$ cat src/rtl/rom_ctl_pkg.sv
package rom_ctl_pkg;

    localparam int REG_W       = 16;
    localparam int BIT_STOP    = 15;
    localparam int BIT_BOOT    = 12;
    localparam int BIT_LOCK    = 11;
    localparam int BIT_EMUL    = 10;
    localparam int BIT_SPACE   = 8;
    localparam int BIT_WAIT    = 6;

    localparam int ADR_CTRL    = 0;
    localparam int ADR_BASE_HI = 1;
    localparam int ADR_BASE_LO = 2;
    localparam int NUM_BASE    = 2;

    localparam int MAX_CLOCKS  = 5;
    localparam int CNT_W       = $clog2(MAX_CLOCKS);

    typedef enum logic [1:0] {
        WS_NONE = 2'b00,
        WS_ONE  = 2'b01,
        WS_TWO  = 2'b10,
        WS_FAST = 2'b11
    } wait_code_e;

    typedef struct packed {
        logic       stop;
        logic       lock;
        logic       emul;
        logic [1:0] space;
        wait_code_e wcode;
    } ctrl_s;

    // Clocks per transfer for a wait-state code.
    function automatic logic [CNT_W-1:0] clocks_for(input wait_code_e w);
        case (w)
            WS_NONE: clocks_for = CNT_W'(3);
            WS_ONE:  clocks_for = CNT_W'(4);
            WS_TWO:  clocks_for = CNT_W'(5);
            default: clocks_for = CNT_W'(2);
        endcase
    endfunction

    function automatic logic [REG_W-1:0] pack_ctrl(input ctrl_s c, input logic boot);
        logic [REG_W-1:0] v;
        v                   = '0;
        v[BIT_STOP]         = c.stop;
        v[BIT_BOOT]         = boot;
        v[BIT_LOCK]         = c.lock;
        v[BIT_EMUL]         = c.emul;
        v[BIT_SPACE +: 2]   = c.space;
        v[BIT_WAIT  +: 2]   = c.wcode;
        return v;
    endfunction

endpackage

$ cat src/rtl/rom_cfg_regs.sv
module rom_cfg_regs
    import rom_ctl_pkg::*;
#(
    parameter int         DATA_W    = REG_W,
    parameter int         ADDR_W    = 2,
    parameter logic       BOOT_RST  = 1'b0,
    parameter logic       LOCK_RST  = 1'b0,
    parameter logic [1:0] SPACE_RST = 2'b00,
    parameter logic [1:0] WAIT_RST  = 2'b00
) (
    input  logic              clk,
    input  logic              rst,
    input  logic              stop_strap,
    input  logic              wr_en,
    input  logic [ADDR_W-1:0] addr,
    input  logic [DATA_W-1:0] wr_data,
    output logic [DATA_W-1:0] rd_data,
    output ctrl_s             ctrl,
    output logic              boot_dis
);

    ctrl_s             ctrl_q;
    logic              boot_dis_q;
    logic              prot_ok;
    logic              wr_ctrl;
    logic [DATA_W-1:0] base_q [NUM_BASE];

    // Protected fields use the lock/stop values held before this write.
    assign prot_ok = !ctrl_q.lock && ctrl_q.stop;
    assign wr_ctrl = wr_en && (addr == ADDR_W'(ADR_CTRL));

    always_ff @(posedge clk) begin
        if (rst) begin
            ctrl_q.stop  <= stop_strap;
            ctrl_q.lock  <= LOCK_RST;
            ctrl_q.emul  <= 1'b0;
            ctrl_q.space <= SPACE_RST;
            ctrl_q.wcode <= wait_code_e'(WAIT_RST);
            boot_dis_q   <= BOOT_RST | stop_strap;
        end else if (wr_ctrl) begin
            ctrl_q.stop <= wr_data[BIT_STOP];
            ctrl_q.emul <= wr_data[BIT_EMUL];
            if (wr_data[BIT_LOCK])
                ctrl_q.lock <= 1'b1;
            if (prot_ok) begin
                ctrl_q.space <= wr_data[BIT_SPACE +: 2];
                ctrl_q.wcode <= wait_code_e'(wr_data[BIT_WAIT +: 2]);
            end
        end
    end

    for (genvar g = 0; g < NUM_BASE; g++) begin : g_base
        localparam int MY_ADR = (g == 0) ? ADR_BASE_HI : ADR_BASE_LO;
        always_ff @(posedge clk) begin
            if (rst)
                base_q[g] <= '0;
            else if (wr_en && prot_ok && addr == ADDR_W'(MY_ADR))
                base_q[g] <= wr_data;
        end
    end

    always_comb begin
        rd_data = '0;
        case (addr)
            ADDR_W'(ADR_CTRL):    rd_data = DATA_W'(pack_ctrl(ctrl_q, BOOT_RST));
            ADDR_W'(ADR_BASE_HI): rd_data = base_q[0];
            ADDR_W'(ADR_BASE_LO): rd_data = base_q[1];
            default:              rd_data = '0;
        endcase
    end

    assign ctrl     = ctrl_q;
    assign boot_dis = boot_dis_q;

    assert_lock_sticky_R2: assert property (@(posedge clk) disable iff (rst)
        ctrl_q.lock |=> ctrl_q.lock);

    assert_locked_frozen_R3: assert property (@(posedge clk) disable iff (rst)
        ctrl_q.lock |=> ($stable(ctrl_q.wcode) && $stable(ctrl_q.space)
                         && $stable(base_q[0]) && $stable(base_q[1])));

    assert_stopped_frozen_R4: assert property (@(posedge clk) disable iff (rst)
        !ctrl_q.stop |=> ($stable(ctrl_q.wcode) && $stable(ctrl_q.space)
                          && $stable(base_q[0]) && $stable(base_q[1])));

    assert_bootdis_stable_R9: assert property (@(posedge clk) disable iff (rst)
        1'b1 |=> $stable(boot_dis_q));

endmodule

$ cat src/rtl/rom_access_timer.sv
module rom_access_timer
    import rom_ctl_pkg::*;
(
    input  logic  clk,
    input  logic  rst,
    input  ctrl_s ctrl,
    input  logic  boot_dis,
    input  logic  req,
    input  logic  req_prog,
    input  logic  req_boot_vec,
    output logic  done,
    output logic  force_ext,
    output logic  not_sel,
    output logic  boot_skip
);

    logic             busy_q;
    logic [CNT_W-1:0] left_q;
    logic             idle_req;
    logic             accept;

    assign idle_req  = req && !busy_q;
    // Priority: emulation redirect, then bootstrap suppression, then space.
    assign force_ext = idle_req && ctrl.emul;
    assign boot_skip = idle_req && !ctrl.emul && req_boot_vec && boot_dis;
    assign not_sel   = idle_req && !ctrl.emul && !(req_boot_vec && boot_dis)
                       && !req_prog && ctrl.space[0];
    assign accept    = idle_req && !force_ext && !boot_skip && !not_sel;
    assign done      = busy_q && (left_q == '0);

    always_ff @(posedge clk) begin
        if (rst) begin
            busy_q <= 1'b0;
            left_q <= '0;
        end else if (accept) begin
            busy_q <= 1'b1;
            left_q <= clocks_for(ctrl.wcode) - CNT_W'(2);
        end else if (busy_q) begin
            if (left_q == '0)
                busy_q <= 1'b0;
            else
                left_q <= left_q - CNT_W'(1);
        end
    end

    assert_done_single_R6: assert property (@(posedge clk) disable iff (rst)
        done |=> !done);

    assert_busy_holds_R6: assert property (@(posedge clk) disable iff (rst)
        (busy_q && !done) |=> busy_q);

    assert_space_reject_R7: assert property (@(posedge clk) disable iff (rst)
        not_sel |=> !busy_q);

    assert_emul_reject_R8: assert property (@(posedge clk) disable iff (rst)
        force_ext |=> !busy_q);

    assert_boot_reject_R9: assert property (@(posedge clk) disable iff (rst)
        boot_skip |=> !busy_q);

    assert_flags_excl_R10: assert property (@(posedge clk) disable iff (rst)
        $onehot0({force_ext, not_sel, boot_skip, done}));

endmodule

$ cat src/rtl/rom_ctl_unit.sv
module rom_ctl_unit
    import rom_ctl_pkg::*;
#(
    parameter int         DATA_W    = REG_W,
    parameter int         ADDR_W    = 2,
    parameter logic       BOOT_RST  = 1'b0,
    parameter logic       LOCK_RST  = 1'b0,
    parameter logic [1:0] SPACE_RST = 2'b00,
    parameter logic [1:0] WAIT_RST  = 2'b00
) (
    input  logic              clk,
    input  logic              rst,
    input  logic              stop_strap,
    input  logic              wr_en,
    input  logic [ADDR_W-1:0] addr,
    input  logic [DATA_W-1:0] wr_data,
    output logic [DATA_W-1:0] rd_data,
    input  logic              req,
    input  logic              req_prog,
    input  logic              req_boot_vec,
    output logic              done,
    output logic              force_ext,
    output logic              not_sel,
    output logic              boot_skip
);

    ctrl_s ctrl;
    logic  boot_dis;

    rom_cfg_regs #(
        .DATA_W   (DATA_W),
        .ADDR_W   (ADDR_W),
        .BOOT_RST (BOOT_RST),
        .LOCK_RST (LOCK_RST),
        .SPACE_RST(SPACE_RST),
        .WAIT_RST (WAIT_RST)
    ) u_regs (
        .clk       (clk),
        .rst       (rst),
        .stop_strap(stop_strap),
        .wr_en     (wr_en),
        .addr      (addr),
        .wr_data   (wr_data),
        .rd_data   (rd_data),
        .ctrl      (ctrl),
        .boot_dis  (boot_dis)
    );

    rom_access_timer u_timer (
        .clk         (clk),
        .rst         (rst),
        .ctrl        (ctrl),
        .boot_dis    (boot_dis),
        .req         (req),
        .req_prog    (req_prog),
        .req_boot_vec(req_boot_vec),
        .done        (done),
        .force_ext   (force_ext),
        .not_sel     (not_sel),
        .boot_skip   (boot_skip)
    );

endmodule

$ cat config.mk
export PLATFORM = sky130hd
export DESIGN_NAME = rom_ctl_unit
export DESIGN_NICKNAME = d
export VERILOG_FILES = /design/src/rtl/rom_ctl_pkg.sv /design/src/rtl/rom_cfg_regs.sv /design/src/rtl/rom_access_timer.sv /design/src/rtl/rom_ctl_unit.sv
export SDC_FILE = /design/constraint.sdc
export NUM_CORES = 1
export LEC_CHECK = 0
export ABC_CLOCK_PERIOD_IN_PS = 1970
export BUFFER_PORTS_ARGS = -buffer_cell sky130_fd_sc_hd__buf_2
export CORE_MARGIN = 2
export CORE_UTILIZATION = 54
export DETAILED_ROUTE_END_ITERATION = 8
export GPL_TIMING_DRIVEN = 0
export PLACE_DENSITY_LB_ADDON = 0.3
export SETUP_SLACK_MARGIN = 0.15
export SYNTH_ARGS = -nofsm -noshare
export SYNTH_HDL_FRONTEND = slang
export SYNTH_SLANG_ARGS = --single-unit
$ cat constraint.sdc
create_clock -name clk -period 1.97 [get_ports clk]
set_clock_uncertainty 0.2 [all_clocks]
set_input_delay 0.0985 -clock clk [delete_from_list [all_inputs] [get_ports clk]]
set_output_delay 0.0985 -clock clk [all_outputs]
set_load 0.05 [all_outputs]
==> flow_metrics.tcl <==
set metrics [dict create \
    status "finished clean" \
    avgSynthCellArea_sq_um 11.2 \
    grt_usage_pct 22.8 \
    areaGrowthSynthToFinish_pct 31.4 \
    antenna_found_initial 0 \
    dp.cells 284 \
    r2r_end "u_regs.base_q[0][0]$_SDFFCE_PN0P_" \
    dp_hpwl_mm 3.06 \
    powerDensity_nw_per_um2 750 \
    multi_input_area_sq_um 903 \
    static-leakage-power_nw 1.16 \
    n_fill_cell 257 \
    hold_depth 4 \
    ir_drop_v 0.000399 \
    cts.sinks 44 \
    crit_chain "buf_6 -> or3b_4 -> nor2_1 -> buf_6" \
    layout_commonest_cell "buf_2" \
    p_total_w 0.00211 \
    mostFrequentLayoutCells "buf_2 (43), edfxtp_1 (34), and2_1 (31), dlygate4sd3_1 (19), nand2_1 (14)" \
    ios 45 \
    totalWireLength_mm 4.70 \
    vias 1719 \
    setup-violations-final 0 \
    crit_required_ps 1670 \
    reg2reg_depth 4 \
    rows 22 \
    yosysSeqAreaShare_pct 56.9 \
    dr.pass1.iters 4 \
    critPathSlowestCell "or3b_4" \
    cp_max_fo 6 \
    viasPerCell 5.47 \
    synthArstFlopShare_pct 0 \
    routabilityCongestion 0.824 \
    path_common_cell "buf_6" \
    cts.clk_slew.worst_paths_ps 80 \
    start_util_pct 57.3 \
    cp.arrival_ps 1510 \
    grt_pass1_vias 1573 \
    tightest_slew_ps 510 \
    holdPathEnd "u_regs.ctrl[3]$_SDFFE_PP0P_" \
    min_from "addr[0]" \
    ys_warn_count 0 \
    r2r_slack_ps 220 \
    critPathMaxStageDelay_ps 430 \
    worstSetupPathType "flip-flop to primary output" \
    layout_min_cycle_time_ps 1810 \
    regArea_sq_um 1220 \
    numCtsBuffers 5 \
    cts_tree "yes" \
    final_hold_viol_count 0 \
    htree_levels 2 \
    synth_nets 221 \
    min_path_type "primary input to flip-flop" \
    cap_viol_max_count 0 \
    routedWlPerCell_um 15.0 \
    final_layout_size_suffix_gt1_share_pct 28.2 \
    synth.distinct_cells 37 \
    grt_max_degree 17 \
    grt_first_pass_wirelength_mm 7.36 \
    num_antenna_cells 0 \
    nets 294 \
    placement.io_buffers 44 \
    slew_viol_final 0 \
    cp-start-kind "flip-flop" \
    clock_latency_ps 300 \
    fmax_ghz 0.553 \
    overflow 0 \
    die_area_sq_um 4490 \
    slew_headroom_pct 66.0 \
    cts_buffer_depth 2 \
    first_iter_violations 116 \
    rr_startpoint "u_regs.ctrl[6]$_DFFE_PP_" \
    synth_edf_count 34 \
    fin_cells 314 \
    drcViolationCount 0 \
    postSynthCellCount 192 \
    core_region_area_sq_um 3740 \
    fin_tns_setup_ps 0 \
    synth_seq_cells 44 \
    cp-end-kind "primary output" \
    synth_flop_cell "edfxtp_1" \
    period_share_pct 91.8 \
    die_w_um 67.0 \
    drtAntennaViolNets 0 \
    cts_root_buffer "clkbuf_8" \
    die_h_um 67.0 \
    mappedNetlistArea_sq_um 2150 \
    grt_setup_unrepaired "yes" \
]
-- flip-flops by register name, summed over array words and instances (netlist names) --
signal	flops
u_regs.boot_dis	1
u_regs.base_q	32
u_timer.left_q	3
u_regs.ctrl	7
u_timer.busy_q	1
-- final cells by class --
type	count	area share [%]
Sequential cell	44	43.4
Multi-Input combinational cell	132	32.0
Timing Repair Buffer	66	15.8
Clock buffer	5	2.44
Tap cell	48	2.13
Buffer	10	1.91
Clock inverter	3	1.51
Inverter	6	0.799
-- how the worst max path moves through the flow --
stage / cells after the start / startpoint / slack, ps / to
floorplan: 3 / u_timer.busy_q$_SDFF_PP0_ / 210 / not_sel
global placement: 4 / u_regs.ctrl[6]$_DFFE_PP_ / -50 / u_regs.base_q[1][14]$_SDFFCE_PN0P_
detailed placement: 4 / u_regs.ctrl[6]$_DFFE_PP_ / -80 / u_regs.base_q[1][11]$_SDFFCE_PN0P_
CTS: 4 / u_timer.busy_q$_SDFF_PP0_ / 160 / not_sel
global route: 4 / u_timer.busy_q$_SDFF_PP0_ / 110 / boot_skip
finish: 4 / u_timer.busy_q$_SDFF_PP0_ / 160 / boot_skip
-- Yosys cell counts, drive strengths merged (2+ instances only) --
cell	n	area (sq um)
edfxtp	34	1020
and2	31	194
nand2	14	52.6
o21ai	13	65.1
dfxtp	10	200
a21oi	9	45.0
a22o	9	78.8
clkbuf	8	30.0
mux2i	7	70.1
inv	6	22.5
nor2b	6	37.5
nand3	5	25.0
nor2	5	18.8
ha	4	50.1
nand2b	3	18.8
nor3	3	15.0
nor3b	3	22.5
a31o	2	17.5
and3	2	12.5
buf	2	15.0
or2	2	12.5
or3b	2	20.0
-- power breakdown --
group,total [W],switching (W),internal (W)
logic,0.000364,0.000228,0.000137
registers,0.00107,0.0000185,0.00105
clock network,0.000683,0.000308,0.000375
-- what timing repair did --
item / 4_1_cts / 5_1_grt
pin swaps: 0 / 4
setup buffers: 0 / 3
gates resized for setup: 9 / 16
setup endpoints to repair: 47 / 28
hold endpoints to repair: 42 / 0
hold buffers: 19 / 0
-- layer usage --
layer | share of wire (%) | track usage (%) | routed length, um
met1 | 44 | 27.8 | 2050
met2 | 49 | 37.4 | 2290
met3 | 5.4 | 6.42 | 255
met4 | 2.2 | 10.2 | 105
met5 | 0 | 0 | 0
-- kinds of logic after synthesis --
group                      count (synthesis)  synth area share (%)
AOI/OAI and AO/OA                         39                  12.0
buffers and inverters                     16                  3.15
adders and majority gates                  4                  2.33
muxes                                      7                  3.27
DFF                                       44                  56.9
and+or+nand+nor                           82                  22.3
-- through the flow --
| stage | setup slack (ps) | hold WS, ps | area [sq um] | utilization [%] |
|---|---|---|---|---|
| 2_1_floorplan | 208 | -2.63 | 2150 | - |
| 3_3_place_gp | -47.0 | 106 | 2430 | 64.9 |
| 3_5_place_dp | -80.0 | 99.9 | 2430 | 64.9 |
| 4_1_cts | 156 | 5.54 | 2760 | 73.8 |
| 5_1_grt | 108 | 37.4 | 2820 | 75.3 |
| 6_report | 161 | 26.8 | 2820 | 75.3 |
-- worst max-delay path, delay by kind of cell, from the launching register on --
kind / cells / cell delay [ps]
flops: 1 / 320
simple gates: 2 / 580
buf+inv: 2 / 300
No activity file was read; power rests on OpenSTA's default activity.
